--- src/rtl/fdiv_pkg.sv ---
package fdiv_pkg;

    // Default geometry of the high-band instance
    localparam int DEF_K_LOG2  = 5;   // base modulus 32, doubled 64
    localparam int DEF_A_WIDTH = 7;
    localparam int DEF_B_WIDTH = 11;
    localparam int MAIN_MIN    = 3;

    // Which modulus the prescaler runs in this prescaler cycle
    typedef enum logic {
        SPAN_BASE  = 1'b0,
        SPAN_PLUS1 = 1'b1
    } span_e;

    // Terminal count of one prescaler cycle: base-1, plus one when swallowing
    function automatic int unsigned pre_last(input int unsigned k_log2,
                                             input logic big,
                                             input span_e span);
        int unsigned base;
        base = big ? (32'd1 << (k_log2 + 1)) : (32'd1 << k_log2);
        return base - 1 + ((span == SPAN_PLUS1) ? 1 : 0);
    endfunction

endpackage

--- src/rtl/fdiv_prescaler.sv ---
module fdiv_prescaler
    import fdiv_pkg::*;
#(
    parameter int K_LOG2 = DEF_K_LOG2
) (
    input  logic  clk_i,
    input  logic  rst_i,
    input  logic  hold_i,
    input  logic  big_i,
    input  span_e span_i,
    output logic  tc_o
);
    localparam int PC_W = K_LOG2 + 2;

    logic [PC_W-1:0] pc_q;
    logic [PC_W-1:0] last;

    always_comb begin
        last = PC_W'(pre_last(K_LOG2, big_i, span_i));
        tc_o = (pc_q == last);
    end

    always_ff @(posedge clk_i) begin
        if (rst_i || hold_i || tc_o) begin
            pc_q <= '0;
        end else begin
            pc_q <= pc_q + 1'b1;
        end
    end
endmodule

--- src/rtl/fdiv_swallow_ctr.sv ---
module fdiv_swallow_ctr
    import fdiv_pkg::*;
#(
    parameter int A_WIDTH = DEF_A_WIDTH
) (
    input  logic               clk_i,
    input  logic               rst_i,
    input  logic               load_i,
    input  logic               step_i,
    input  logic [A_WIDTH-1:0] preset_i,
    output span_e              span_o
);
    logic [A_WIDTH-1:0] rem_q;

    always_ff @(posedge clk_i) begin
        if (rst_i || load_i) begin
            rem_q <= preset_i;
        end else if (step_i && (rem_q != '0)) begin
            rem_q <= rem_q - 1'b1;
        end
    end

    assign span_o = (rem_q != '0) ? SPAN_PLUS1 : SPAN_BASE;
endmodule

--- src/rtl/fdiv_main_ctr.sv ---
module fdiv_main_ctr
    import fdiv_pkg::*;
#(
    parameter int B_WIDTH = DEF_B_WIDTH
) (
    input  logic               clk_i,
    input  logic               rst_i,
    input  logic               load_i,
    input  logic               step_i,
    input  logic [B_WIDTH-1:0] preset_i,
    output logic               last_o
);
    logic [B_WIDTH-1:0] rem_q;

    always_ff @(posedge clk_i) begin
        if (rst_i || load_i) begin
            rem_q <= preset_i;
        end else if (step_i) begin
            rem_q <= rem_q - 1'b1;
        end
    end

    assign last_o = (rem_q == B_WIDTH'(1));
endmodule

--- src/rtl/pulse_swallow_divider.sv ---
module pulse_swallow_divider
    import fdiv_pkg::*;
#(
    parameter int K_LOG2  = DEF_K_LOG2,
    parameter int A_WIDTH = DEF_A_WIDTH,
    parameter int A_USED  = DEF_A_WIDTH,
    parameter int B_WIDTH = DEF_B_WIDTH
) (
    input  logic               clk_i,
    input  logic               rst_i,
    input  logic               pwr_down_i,
    input  logic               cnt_clr_i,
    input  logic               mod_sel_i,
    input  logic [A_WIDTH-1:0] swallow_i,
    input  logic [B_WIDTH-1:0] main_i,
    output logic               div_o,
    output logic               mod_ctrl_o
);
    localparam int CMP_W = (A_WIDTH > B_WIDTH) ? A_WIDTH : B_WIDTH;

    logic               hold;
    logic               pre_tc;
    logic               b_last;
    logic               cycle_end;
    logic               reload;
    span_e              span;
    logic               big_q;
    logic               div_q;
    logic [A_WIDTH-1:0] a_masked;
    logic [A_WIDTH-1:0] a_eff;
    logic [B_WIDTH-1:0] b_eff;
    logic [CMP_W-1:0]   a_cmp;
    logic [CMP_W-1:0]   b_cmp;

    // Ignore the swallow bits above A_USED
    generate
        if (A_USED < A_WIDTH) begin : g_mask
            assign a_masked = {{(A_WIDTH-A_USED){1'b0}}, swallow_i[A_USED-1:0]};
        end else begin : g_nomask
            assign a_masked = swallow_i;
        end
    endgenerate

    // Clamp main to its legal floor, swallow to main
    always_comb begin
        b_eff = (main_i < B_WIDTH'(MAIN_MIN)) ? B_WIDTH'(MAIN_MIN) : main_i;
        a_cmp = CMP_W'(a_masked);
        b_cmp = CMP_W'(b_eff);
        a_eff = (a_cmp > b_cmp) ? A_WIDTH'(b_cmp) : a_masked;
    end

    assign hold      = pwr_down_i || cnt_clr_i;
    assign cycle_end = pre_tc && b_last;
    assign reload    = hold || cycle_end;

    // Modulus select is captured with the counter presets
    always_ff @(posedge clk_i) begin
        if (rst_i || reload) begin
            big_q <= mod_sel_i;
        end
    end

    always_ff @(posedge clk_i) begin
        if (rst_i || hold) begin
            div_q <= 1'b0;
        end else begin
            div_q <= cycle_end;
        end
    end

    fdiv_prescaler #(.K_LOG2(K_LOG2)) u_pre (
        .clk_i  (clk_i),
        .rst_i  (rst_i),
        .hold_i (hold),
        .big_i  (big_q),
        .span_i (span),
        .tc_o   (pre_tc)
    );

    fdiv_swallow_ctr #(.A_WIDTH(A_WIDTH)) u_swc (
        .clk_i    (clk_i),
        .rst_i    (rst_i),
        .load_i   (reload),
        .step_i   (pre_tc),
        .preset_i (a_eff),
        .span_o   (span)
    );

    fdiv_main_ctr #(.B_WIDTH(B_WIDTH)) u_mnc (
        .clk_i    (clk_i),
        .rst_i    (rst_i),
        .load_i   (reload),
        .step_i   (pre_tc),
        .preset_i (b_eff),
        .last_o   (b_last)
    );

    assign div_o      = div_q;
    assign mod_ctrl_o = (span == SPAN_PLUS1) && !pwr_down_i;
endmodule

--- config.mk ---
export PLATFORM = sky130hd
export DESIGN_NAME = pulse_swallow_divider
export DESIGN_NICKNAME = d
export VERILOG_FILES = /design/src/rtl/fdiv_pkg.sv /design/src/rtl/fdiv_prescaler.sv /design/src/rtl/fdiv_swallow_ctr.sv /design/src/rtl/fdiv_main_ctr.sv /design/src/rtl/pulse_swallow_divider.sv
export SDC_FILE = /design/constraint.sdc
export NUM_CORES = 1
export LEC_CHECK = 0
export BUFFER_PORTS_ARGS = -buffer_cell sky130_fd_sc_hd__buf_2
export CORE_ASPECT_RATIO = 1.2
export CORE_MARGIN = 2
export CORE_UTILIZATION = 46
export CTS_CLUSTER_DIAMETER = 200
export DETAILED_ROUTE_END_ITERATION = 10
export PLACE_DENSITY = 0.69
export SLEW_MARGIN = 20
export SYNTH_ARGS = -nofsm -noshare
export SYNTH_HDL_FRONTEND = slang
export SYNTH_SLANG_ARGS = --single-unit
--- constraint.sdc ---
create_clock -name clk_i -period 3.6 [get_ports clk_i]
set_input_delay 0.72 -clock clk_i [delete_from_list [all_inputs] [get_ports clk_i]]
set_output_delay 0.72 -clock clk_i [all_outputs]
set_load 0.02 [all_outputs]
* Yosys cells after proc, flatten, opt, wreduce, memory -nomap -nowiden
Index checks and enable logic that the tools add are counted.
** Word-level totals
- Flip-flop bits (word level) :: 27
- Output and inout bits :: 2
- Word-level logic and storage cells :: 35
- Input bits :: 23
** Cells by class
- $add $sub $neg :: 5
- Mux-type cells :: 9
- Equal/unequal tests :: 2
- Reduce and logical (&&, ||, !) cells :: 12
- Order comparisons :: 2
** Operator list (count)
- 11-bit 2-to-1 mux :: 3
- 7-bit 2-to-1 mux :: 4
- 7-bit by 1-bit subtractor with 7-bit output (second input constant) :: 2
- 11-bit by 1-bit == test with 1-bit output (second input constant) :: 1
- 7-bit by 11-bit greater-than comparator with 1-bit output :: 1
- 11-bit by 2-bit less-than comparator with 1-bit output (second input constant) :: 1
- 11-bit by 1-bit subtractor with 11-bit output (second input constant) :: 1
- 7-bit by 1-bit adder with 7-bit output (second input constant) :: 1
- 7-bit adder :: 1
- 7-bit == test :: 1
- 7-bit nonzero test :: 1
- 1-bit logical OR :: 5
- 2-bit nonzero test :: 2
- 1-bit logical AND :: 3
- 1-bit 2-to-1 mux :: 2
- 1-bit zero test :: 1

* Logic depth before layout (Yosys ltp)
Gate-level depths: netlist (run 1).
- Depth after elaboration :: 9
- Depth in mapped cells :: 12

* By module
A second synthesis (run 1) with hierarchy kept.
** Unflattened totals
- Cell total of the unflattened synthesis :: 200
- Area total of the unflattened synthesis :: 1896.8 um2
** By module, submodules not included
- fdiv_main_ctr :: times used 1, area each 659.4 um2, cells each 66, sequential area each 330.3 um2
- pulse_swallow_divider :: times used 1, area each 447.9 um2, cells each 55, sequential area each 50.0 um2
- fdiv_swallow_ctr :: times used 1, area each 425.4 um2, cells each 41, sequential area each 210.2 um2
- fdiv_prescaler :: times used 1, area each 364.1 um2, cells each 38, sequential area each 140.1 um2

* Least setup slack after synthesis (run 1)
No wires, ideal clock.
- Path type :: input -> register
- Start point :: in main_i[9]
- End point :: reg u_swc.rem_q[2] (data pin)
- Setup time :: 0.258 ns
- Slack :: 0.522 ns
- Arrival time :: 2.821 ns
- Cell stages on the path :: 10
- Cells stage by stage :: or4_4 -> nor3_1 -> nor2_1 -> ha_1 -> nand4_1 -> nor2_1 -> a211o_1 -> a31oi_4 -> mux2i_1 -> a21oi_2
** Between the ends
- Cells in the longest elaborated chain, start to end :: 5
** Ends and longest elaborated chain
- from (decl) :: line pulse_swallow_divider.sv:15 : input logic [B_WIDTH-1:0] main_i,
- 11-bit by 2-bit less-than comparator with 1-bit output :: line pulse_swallow_divider.sv:46 : b_eff = (main_i < B_WIDTH'(MAIN_MIN)) ? B_WIDTH'(MAIN_MIN) : main_i;
- 11-bit 2-to-1 mux * :: line pulse_swallow_divider.sv:46
- 7-bit by 11-bit greater-than comparator with 1-bit output :: line pulse_swallow_divider.sv:49 : a_eff = (a_cmp > b_cmp) ? A_WIDTH'(b_cmp) : a_masked;
- 7-bit 2-to-1 mux * :: line pulse_swallow_divider.sv:49
- 7-bit 2-to-1 mux * :: line fdiv_swallow_ctr.sv:16 : if (rst_i || load_i) begin
- to (signal assigned) :: line fdiv_swallow_ctr.sv:17 : rem_q <= preset_i;
- to (signal assigned) :: line fdiv_swallow_ctr.sv:19 : rem_q <= rem_q - 1'b1;
- to (decl) :: line fdiv_swallow_ctr.sv:13 : logic [A_WIDTH-1:0] rem_q;
Every way passes the cells marked *; elsewhere a longest branch is shown, timed or not.
A chain may end at the register's enable or synchronous reset.

* Final worst setup path (run 1)
- Start point :: in main_i[9]
- End point :: reg u_swc.rem_q[3] (data pin)
The elaborated chain is that of the path after synthesis.

==> results of run 1 <==
cells in the mapped netlist, types with 2 or more instances:
cell type  count  area, sq um
nor2_1        26        97.59
edfxtp_1      19        570.6
ha_1          13        162.7
inv_1         11        41.29
nand2_1       11        41.29
xnor2_1       10        87.58
mux2i_1        9        90.09
xor2_1         9        78.83
dfxtp_1        8        160.2
a21oi_1        7        35.03
a21oi_2        5        43.79
nand3_1        4        20.02
o21ai_0        4        20.02
and3_1         3        18.77
nand4_1        3        18.77
nor3_1         3        15.01
nor4_1         3        18.77
a21o_1         2        15.01
buf_4          2        15.01
nor2b_1        2        12.51
nor3b_1        2        15.01
how the worst max path moves through the flow:
| stage | startpoint | endpoint | slack [ns] | depth (start not counted) |
|---|---|---|---|---|
| global route | main_i[9] | u_swc.rem_q[0] | 0.22 | 11 |
| CTS | main_i[9] | u_swc.rem_q[3] | 0.45 | 11 |
| global placement | main_i[9] | u_swc.rem_q[3] | 0.27 | 11 |
| floorplan | main_i[9] | u_swc.rem_q[2] | 0.52 | 10 |
| detailed placement | main_i[9] | u_swc.rem_q[3] | 0.16 | 11 |
| finish | main_i[9] | u_swc.rem_q[3] | 0.44 | 11 |
power by group through the flow:
stage	sequential (W)	combinational, W	clock [W]
3_3_place_gp	0.000381	0.000109	0
6_report	0.000375	0.000114	0.000171
3_5_place_dp	0.000382	0.000114	0
4_1_cts	0.000375	0.000115	0.000178
2_1_floorplan	0.000378	0.0000795	0
5_1_grt	0.000378	0.000129	0.000189
cell type report:
| type | count | share of cell area, % |
|---|---|---|
| Inverter | 11 | 2.095 |
| Multi-Input combinational cell | 133 | 48.32 |
| Sequential cell | 27 | 37.08 |
| Tap cell | 52 | 3.302 |
| Clock buffer | 3 | 2.095 |
| Clock inverter | 1 | 0.2540 |
| Timing Repair Buffer | 26 | 6.857 |
layout by cell type, fill, tap and decap left out, types with 2 or more instances in the layout:
cell | Yosys | final
nor2_1 | 26 | 26
buf_2 | 1 | 24
edfxtp_1 | 19 | 19
ha_1 | 13 | 13
inv_1 | 11 | 11
nand2_1 | 11 | 11
xnor2_1 | 10 | 10
mux2i_1 | 9 | 9
xor2_1 | 9 | 9
dfxtp_1 | 8 | 8
a21oi_1 | 7 | 7
a21oi_2 | 5 | 5
o21ai_0 | 4 | 4
nand3_1 | 4 | 4
nand4_1 | 3 | 3
nor3_1 | 3 | 3
and3_1 | 3 | 3
nor4_1 | 3 | 3
clkbuf_8 | 0 | 3
nor2b_1 | 2 | 2
a21o_1 | 2 | 2
nor3b_1 | 2 | 2
buf_4 | 2 | 2
cells by family (layout without fill, tap and decap cells):
group | after synthesis | count (layout) | share of synthesized area [%]
flops | 27 | 27 | 41.89
xor+xnor | 19 | 19 | 9.541
compound gates | 27 | 27 | 11.98
simple gates | 64 | 64 | 17.93
mux | 10 | 10 | 5.811
buf+inv | 14 | 41 | 3.515
fa+ha+maj | 13 | 13 | 9.326
metrics by stage:
stage,util (%),cells,worst slack [ns]
2_1_floorplan,-,174,0.5218
3_3_place_gp,52.96,249,0.2674
3_5_place_dp,52.96,249,0.1623
4_1_cts,54.24,253,0.4493
5_1_grt,54.24,253,0.2191
6_report,54.24,253,0.4444
state kept, by name (all words and copies together) (netlist names):
register and cells:
u_mnc.rem_q 11, u_swc.rem_q 7, big_q 1, u_pre.pc_q 7, div_o 1
routing by layer:
layer / vias up / track usage [%] / wire length [microns]
met1: 595 / 23.75 / 1597
met3: 8 / 3.249 / 104
met4: 0 / 6.173 / 68
met2: 21 / 29.23 / 1636
met5: - / 0 / 0
li1: 672 / - / -
critical path, stage by stage:
cell	delay [ns]
buf_2	0.11
or4_4	0.54
nor3_1	0.25
nor2_1	0.13
ha_1	0.30
nand4_1	0.10
nor2_1	0.05
a211o_1	0.30
a31oi_4	0.32
mux2i_1	0.28
a21oi_2	0.07
==> metrics, run 1 <==
Synth async-reset ratio=0%; ANT nets after route=0; sequential cell area fraction in the yosys report=41.89%; post-route cell area=around 0.0020 sq mm; core footprint=about 0.0036 sq mm; gpl congestion=around 0.8; Worst Hold Launch=u_pre.pc_q[0]; Max-slew headroom=a little under three fifths; worst-skew pair later-pin latency=0.27 ns; DP Area=a little under 0.002 sq mm; Port Buffers=24; Main synth FF type=edfxtp_1; Hold Path Stages=1; vias per cell=5.123; Clock transition at path regs=about 0.1 ns; area occupied by multi-input gates=about 950 sq um; global route overflow=0; vias in the first global route=roughly 1.4k; nature of the critical path endpoint=register; Gate power share=between 15 and 20%; NetSw=0.0001737 W; fin crit share=between 80% and 90%; hold buffers post-CTS=0; Worst Path Max Fanout=8; Die Span Y=approximately 71 microns; Worst-Margin Slew=around 0.66 ns; Ports=25; Worst setup SP type=input pin; # fillers=approximately 320; clock sink count=27; WHS=0.4740 ns; CP Class=in -> reg; Reg2Reg Capture Point=u_swc.rem_q[0]; first-pass GRT wire length=~6.0 mm; H-Tree Depth=1; max frequency=between 300 and 400 MHz; Mapped Cells=174; Synth Cell Area=0.001744 sq mm; Worst Hold End=u_pre.pc_q[0]; Layout Skew=approximately 0.0072 ns; ANT cells=0; drt pass-1 iters=4; 1st-iter DRT viols=31; total die area=about 0.0043 sq mm; Syn-to-layout area delta=12.98%; R2R setup slack=approximately 0.57 ns; CTS Buf Count=3; routed via count=between 1k and 1.5k; Reg-to-Reg Start=u_swc.rem_q[0]; CP required=approximately 3.6 ns; clock share of power=between 20 and 30%; Max clock buf depth=2; setup TNS=0 ns; total power=~0.00066 W; Seq pwr share=between 50% and 60%; HP Class=reg -> reg; post-DP HPWL=~2.7 mm; maximum vdd drop=~0.26 mV; Initial Utilization=between 40 and 50%; Yosys reg bits=27; min cycle time layout=approximately 3.2 ns; Layout Nets=approximately 240; Residual DRC=0; postcts setup bufs=0; post-cts sizing count=0; Hold Fails Final Rpt=0; Sw Share=about a quarter; crit path DAT=3.18 ns; fraction of layout cells with a size suffix above 1=20.90%; Netlist cell types=39; unrepaired setup endpoints after global routing=no; Leak=0.8153 nW; Syn Nets=210; Max Transition Viols Final=0; Post-synth EDFFs=19; Avg WL per Cell=13.46 microns; CTS tree=built; Power Internal=0.0004868 W; FF/Latch Area=around 730 sq um; Root Driver=clkbuf_8; drt total wl=between 3 and 4 mm; Synth Area per Inst=about 10 sq um; r2r worst-path depth=11; row cnt=24; Final setup viols=0; Die W=60.21 microns; status=completed; GRT Total Usage=between 10% and 20%; Max-cap violations=0; PD cells=roughly 340 mW/mm^2; Synth Warn #=0; largest net degree at the start of global routing=18; initial antenna violation count=0
Power figures use the tool's default switching activity.
==> run 2: changes to the inputs <==
--- a/config.mk
+++ b/config.mk
@@ -5,13 +5,16 @@
 export SDC_FILE = /design/constraint.sdc
 export NUM_CORES = 1
 export LEC_CHECK = 0
-export BUFFER_PORTS_ARGS = -buffer_cell sky130_fd_sc_hd__buf_2
+export ABC_AREA = 0
+export BUFFER_PORTS_ARGS = -buffer_cell sky130_fd_sc_hd__buf_4
+export CELL_PAD_IN_SITES_DETAIL_PLACEMENT = 0
+export CELL_PAD_IN_SITES_GLOBAL_PLACEMENT = 1
 export CORE_ASPECT_RATIO = 1.2
 export CORE_MARGIN = 2
-export CORE_UTILIZATION = 46
+export CORE_UTILIZATION = 44
 export CTS_CLUSTER_DIAMETER = 200
 export DETAILED_ROUTE_END_ITERATION = 10
-export PLACE_DENSITY = 0.69
+export PLACE_DENSITY = 0.82
 export SLEW_MARGIN = 20
 export SYNTH_ARGS = -nofsm -noshare
 export SYNTH_HDL_FRONTEND = slang
==> metrics, run 2 (synthesis results as in run 1) <==
CP required=3.63 ns (about the same); 1st-iter DRT viols=51 (+65%); Hold Fails Final Rpt=0 (unchanged); Initial Utilization=44.97% (-3.0 points); worst-skew pair later-pin latency=0.27 ns (about the same); Avg WL per Cell=13.80 microns (+2.5%); cell mode on critical path=nor2_1; nature of the critical path endpoint=register; vias per cell=5.114 (-0.17%); Final setup viols=0 (unchanged); R2R setup slack=0.52 ns (-0.05 ns); Power Internal=0.0004934 W (+1.4%); CTS tree=built; Reg2Reg Capture Point=u_swc.rem_q[1]; Layout Skew=0.004499 ns (-0.002735 ns); vias in the first global route=1325 (-4.5%); r2r worst-path depth=10 (-1); setup TNS=0 ns (unchanged); core footprint=0.003879 sq mm (+6.7%); Critical path origin=main_i[9]; GRT Total Usage=17.48% (-0.49 points); post-DP HPWL=2.839 mm (+4.0%); max reg flops=11 (unchanged); instance count on the critical path=11 (unchanged); first-pass GRT wire length=5.899 mm (-1.2%); unrepaired setup endpoints after global routing=no; global route overflow=0 (unchanged); hold buffers post-CTS=0 (unchanged); maximum vdd drop=0.2199 mV (-16%); Non-Filler Instances=255 (+0.79%); PD cells=328.8 mW/mm^2 (-1.9%); post-cts sizing count=0 (unchanged); max frequency=315.3 MHz (-0.50%); Post-Route Utilization=52.42% (-1.8 points); Residual DRC=0 (unchanged); clock share of power=25.7% (-0.2 points); ANT cells=0 (unchanged); CP cell instances=buf_4, or4_4, nor3_1, nor2_1, ha_1, nand4_1, nor2_1, a211o_1, a31oi_4, mux2i_1, a21oi_2; Ports=25 (unchanged); crit path DAT=3.20 ns (+0.02 ns); Crit-path slowest cell=or4_4; min cycle time layout=3.171 ns (+0.01576 ns); DP Area=0.001987 sq mm (+3.3%); Reg-to-Reg Start=u_swc.rem_q[2]; Top Registers=u_mnc.rem_q x11, u_pre.pc_q x7, u_swc.rem_q x7; largest register by flop count=u_mnc.rem_q; Syn-to-layout area delta=16.57%; Worst Path Max Fanout=8 (unchanged); Die W=61.48 microns (+2.1%); ANT nets after route=0 (unchanged); CTS Buf Count=3 (unchanged); drt total wl=3.518 mm (+3.3%); # fillers=406 (+29%); Max-slew headroom=56.48% (+0.59 points); Clock transition at path regs=0.09 ns (about the same); Max-cap violations=0 (unchanged); gpl congestion=0.8935 (+13%); Seq pwr share=56.1% (-0.7 points); Gate power share=18.1% (+0.8 points); H-Tree Depth=1 (unchanged); placed insts=251 (+0.80%); Max clock buf depth=2 (unchanged); Layout Nets=238 (unchanged); Worst setup endpoint=u_swc.rem_q[4]; Die Span Y=72.97 microns (+2.1%); initial antenna violation count=0 (unchanged); Worst Path Buf+Inv=1 (unchanged); fraction of layout cells with a size suffix above 1=20.90% (unchanged); family with the most delay on the worst path=simple AND/OR/NAND/NOR gates; largest net degree at the start of global routing=19 (+1); Sw Share=26.20% (-0.10 points); CP Class=in -> reg; Leak=0.8352 nW (+2.4%); Port Buffers=24 (unchanged); drt pass-1 iters=4 (unchanged); post-route cell area=0.002033 sq mm (+3.2%); routed via count=1304 (+0.62%); Worst-Margin Slew=0.6513 ns (-0.004325 ns); row cnt=25 (+4.2%); status=completed; Root Driver=clkbuf_8; most frequent cells in the layout=nor2_1, buf_4, edfxtp_1; clock sink count=27 (unchanged); HP Class=reg -> reg; Worst setup SP type=input pin; NetSw=0.0001752 W (+0.83%); fin crit share=88.09% (+0.44 points); CP peak stage delay=0.54 ns (about the same); total die area=0.004486 sq mm (+4.3%); postcts setup bufs=0 (unchanged); Max Transition Viols Final=0 (unchanged)
==> run 2: cell types whose count changed in the layout (fill, tap and decap cells not counted) <==
cell	previous run	this run
buf_4	2	26
buf_2	24	0
==> run 2: routing by layer <==
metal / track usage, % / wire, microns / share of wire (%)
met5: 0 / 0 / 0
met4: 5.674 / 65 / 1.8
met3: 3.014 / 112 / 3.2
met2: 29.91 / 1799 / 51
met1: 21.98 / 1541 / 44
==> run 2: worst min path at each step <==
stage                  startpoint            end  slack (ns)  depth (start not counted)
global placement    u_pre.pc_q[0]  u_pre.pc_q[0]        0.44                          1
global route        u_pre.pc_q[0]  u_pre.pc_q[0]        0.51                          1
floorplan           u_pre.pc_q[0]  u_pre.pc_q[0]        0.43                          1
detailed placement  u_pre.pc_q[0]  u_pre.pc_q[0]        0.47                          1
CTS                 u_pre.pc_q[0]  u_pre.pc_q[0]        0.49                          1
finish              u_pre.pc_q[0]  u_pre.pc_q[0]        0.48                          1
==> run 2: cell type report <==
class | instances | area [sq um] | area share (%)
Inverter | 11 | 41.29 | 2.031
Tap cell | 54 | 67.56 | 3.323
Timing Repair Buffer | 26 | 195.2 | 9.600
Sequential cell | 27 | 730.7 | 35.94
Clock inverter | 1 | 5.005 | 0.2462
Multi-Input combinational cell | 133 | 952.2 | 46.83
Clock buffer | 3 | 41.29 | 2.031
==> run 2: power by group through the flow <==
stage | Combinational [W] | Clock (W) | Sequential (W)
global route | 0.000137 | 0.000189 | 0.000379
CTS | 0.000123 | 0.000178 | 0.000375
floorplan | 0.0000795 | 0 | 0.000378
detailed placement | 0.000121 | 0 | 0.000382
finish | 0.000121 | 0.000172 | 0.000375
global placement | 0.000118 | 0 | 0.000381
==> run 2: worst reg2reg max path: cells and delay by family (launching register included) <==
| family | cells | cell delay [ns] |
|---|---|---|
| simple gates | 4 | 0.98 |
| compound gates | 2 | 0.59 |
| flops | 1 | 0.44 |
| fa+ha+maj | 1 | 0.29 |
| buf+inv | 2 | 0.38 |
| xor+xnor | 1 | 0.16 |
==> run 2: stage by stage <==
step | total power [W] | hold slack, ns | setup slack (ns)
5_1_grt | 0.0007047 | 0.5071 | 0.2245
4_1_cts | 0.0006755 | 0.4894 | 0.4362
3_5_place_dp | 0.0005037 | 0.4717 | 0.1671
6_report | 0.0006685 | 0.4843 | 0.4286
3_3_place_gp | 0.0004987 | 0.4419 | 0.2473
2_1_floorplan | 0.0004572 | 0.4261 | 0.5218
==> run 3: changes to the inputs <==
--- a/config.mk
+++ b/config.mk
@@ -15,6 +15,7 @@
 export CTS_CLUSTER_DIAMETER = 200
 export DETAILED_ROUTE_END_ITERATION = 10
 export PLACE_DENSITY = 0.82
+export RECOVER_POWER = 50
 export SLEW_MARGIN = 20
 export SYNTH_ARGS = -nofsm -noshare
 export SYNTH_HDL_FRONTEND = slang
==> metrics, run 3 (synthesis results as in run 1) <==
Worst-Margin Slew=0.6559 ns (+0.004601 ns); vias per cell=5.094 (-0.38%); CP peak stage delay=0.54 ns (about the same); Residual DRC=0 (unchanged); Crit-path slowest cell=or4_4; 1st-iter DRT viols=51 (unchanged); ANT cells=0 (unchanged); largest net degree at the start of global routing=19 (unchanged); Ports=25 (unchanged); Max clock buf depth=2 (unchanged); hold buffers post-CTS=0 (unchanged); CP cell instances=buf_4, or4_4, nor3_1, nor2_1, ha_1, nand4_1, nor2_1, a211o_1, a31oi_4, mux2i_1, a21oi_2; global route overflow=0 (unchanged); Leak=0.8271 nW (-0.97%); routed via count=1299 (-0.38%); min cycle time layout=3.172 ns (+0.0008410 ns); largest register by flop count=u_mnc.rem_q; family with the most delay on the worst path=simple AND/OR/NAND/NOR gates; Non-Filler Instances=255 (unchanged); ANT nets after route=0 (unchanged); first-pass GRT wire length=5.899 mm (unchanged); Syn-to-layout area delta=16.14%; clock sink count=27 (unchanged); Die W=61.48 microns (unchanged); unrepaired setup endpoints after global routing=no; total die area=0.004486 sq mm (unchanged); HP Class=reg -> reg; Clock transition at path regs=0.09 ns (about the same); drt total wl=3.533 mm (+0.43%); GRT Total Usage=17.48% (unchanged); initial antenna violation count=0 (unchanged); WHS=0.4912 ns (+0.006878 ns); Initial Utilization=44.97% (unchanged); Worst Path Max Fanout=8 (unchanged); postcts setup bufs=0 (unchanged); fraction of layout cells with a size suffix above 1=19.90% (-1.0 points); placed insts=251 (unchanged); CTS tree=built; status=completed; max frequency=315.2 MHz (about the same); CTS Buf Count=3 (unchanged); worst-skew pair later-pin latency=0.27 ns (about the same); Hold Fails Final Rpt=0 (unchanged); max reg flops=11 (unchanged); vias in the first global route=1325 (unchanged); GR Layer Usage met1=21.98% (unchanged); Root Driver=clkbuf_8; setup TNS=0 ns (unchanged); crit path DAT=3.20 ns (about the same); GR Util met3=3.014% (unchanged); busiest layer in global routing=met2; core footprint=0.003879 sq mm (unchanged); CP required=3.63 ns (about the same); Layout Nets=238 (unchanged); H-Tree Depth=1 (unchanged); Port Buffers=24 (unchanged); Max-cap violations=0 (unchanged); gpl congestion=0.8935 (unchanged); most common cell after layout, fill and taps aside=nor2_1; fin crit share=88.12% (about the same); Worst Path Buf+Inv=1 (unchanged); maximum vdd drop=0.2199 mV (unchanged); nature of the critical path endpoint=register; Max-slew headroom=56.17% (-0.31 points); post-DP HPWL=2.839 mm (unchanged); Top Registers=u_mnc.rem_q x11, u_pre.pc_q x7, u_swc.rem_q x7; routing usage on met2=29.91% (unchanged); Final setup viols=0 (unchanged); Worst setup SP type=input pin; cell mode on critical path=nor2_1; Avg WL per Cell=13.85 microns (+0.43%); Die Span Y=72.97 microns (unchanged); Layout Skew=0.005057 ns (+0.0005583 ns); post-cts sizing count=0 (unchanged); drt pass-1 iters=4 (unchanged); Max Transition Viols Final=0 (unchanged); most frequent cells in the layout=nor2_1, buf_4, edfxtp_1; CP Class=in -> reg; PD cells=329.5 mW/mm^2 (+0.21%); row cnt=25 (unchanged)
## run 3: worst paths after layout
check	from	to	slack (ns)	depth (start not counted)
hold / removal	u_pre.pc_q[0]	u_pre.pc_q[0]	0.49	1
setup reg to reg	u_swc.rem_q[2]	u_swc.rem_q[1]	0.53	10
setup / recovery	main_i[9]	u_swc.rem_q[4]	0.43	11
hold reg to reg	u_pre.pc_q[0]	u_pre.pc_q[0]	0.49	1
## run 3: per-stage QoR
step	power, W	utilization, %	area (sq um)	worst slack (ns)
final	0.0006675	52.23	2026	0.4278
after global placement	0.0004987	51.23	1987	0.2473
after global routing	0.0007041	52.23	2026	0.2245
after floorplan	0.0004572	-	1744	0.5218
after detailed placement	0.0005037	51.23	1987	0.1671
after CTS	0.0006755	52.42	2033	0.4362
## run 3: routing by layer
metal,up-vias,routed length [microns]
met4,0,65
li1,674,-
met2,20,1804
met1,599,1562
met5,-,0
met3,6,100
## run 3: report_power, final
part	total (W)	internal (W)	switching [W]	leakage, nW
combinational	0.000121	0.0000577	0.0000629	0.539
sequential	0.000375	0.000358	0.0000177	0.262
clock	0.000172	0.0000775	0.0000940	0.0255
total	0.000667	0.000493	0.000175	0.827
## run 3: cell type report
class,instances,area (sq um)
fill,408,1853
multi-input combinational,133,952.2
sequential,27,730.7
timing repair buffer,26,187.7
tap,54,67.56
clock buffer,3,41.29
inverter,11,41.29
clock inverter,1,5.005
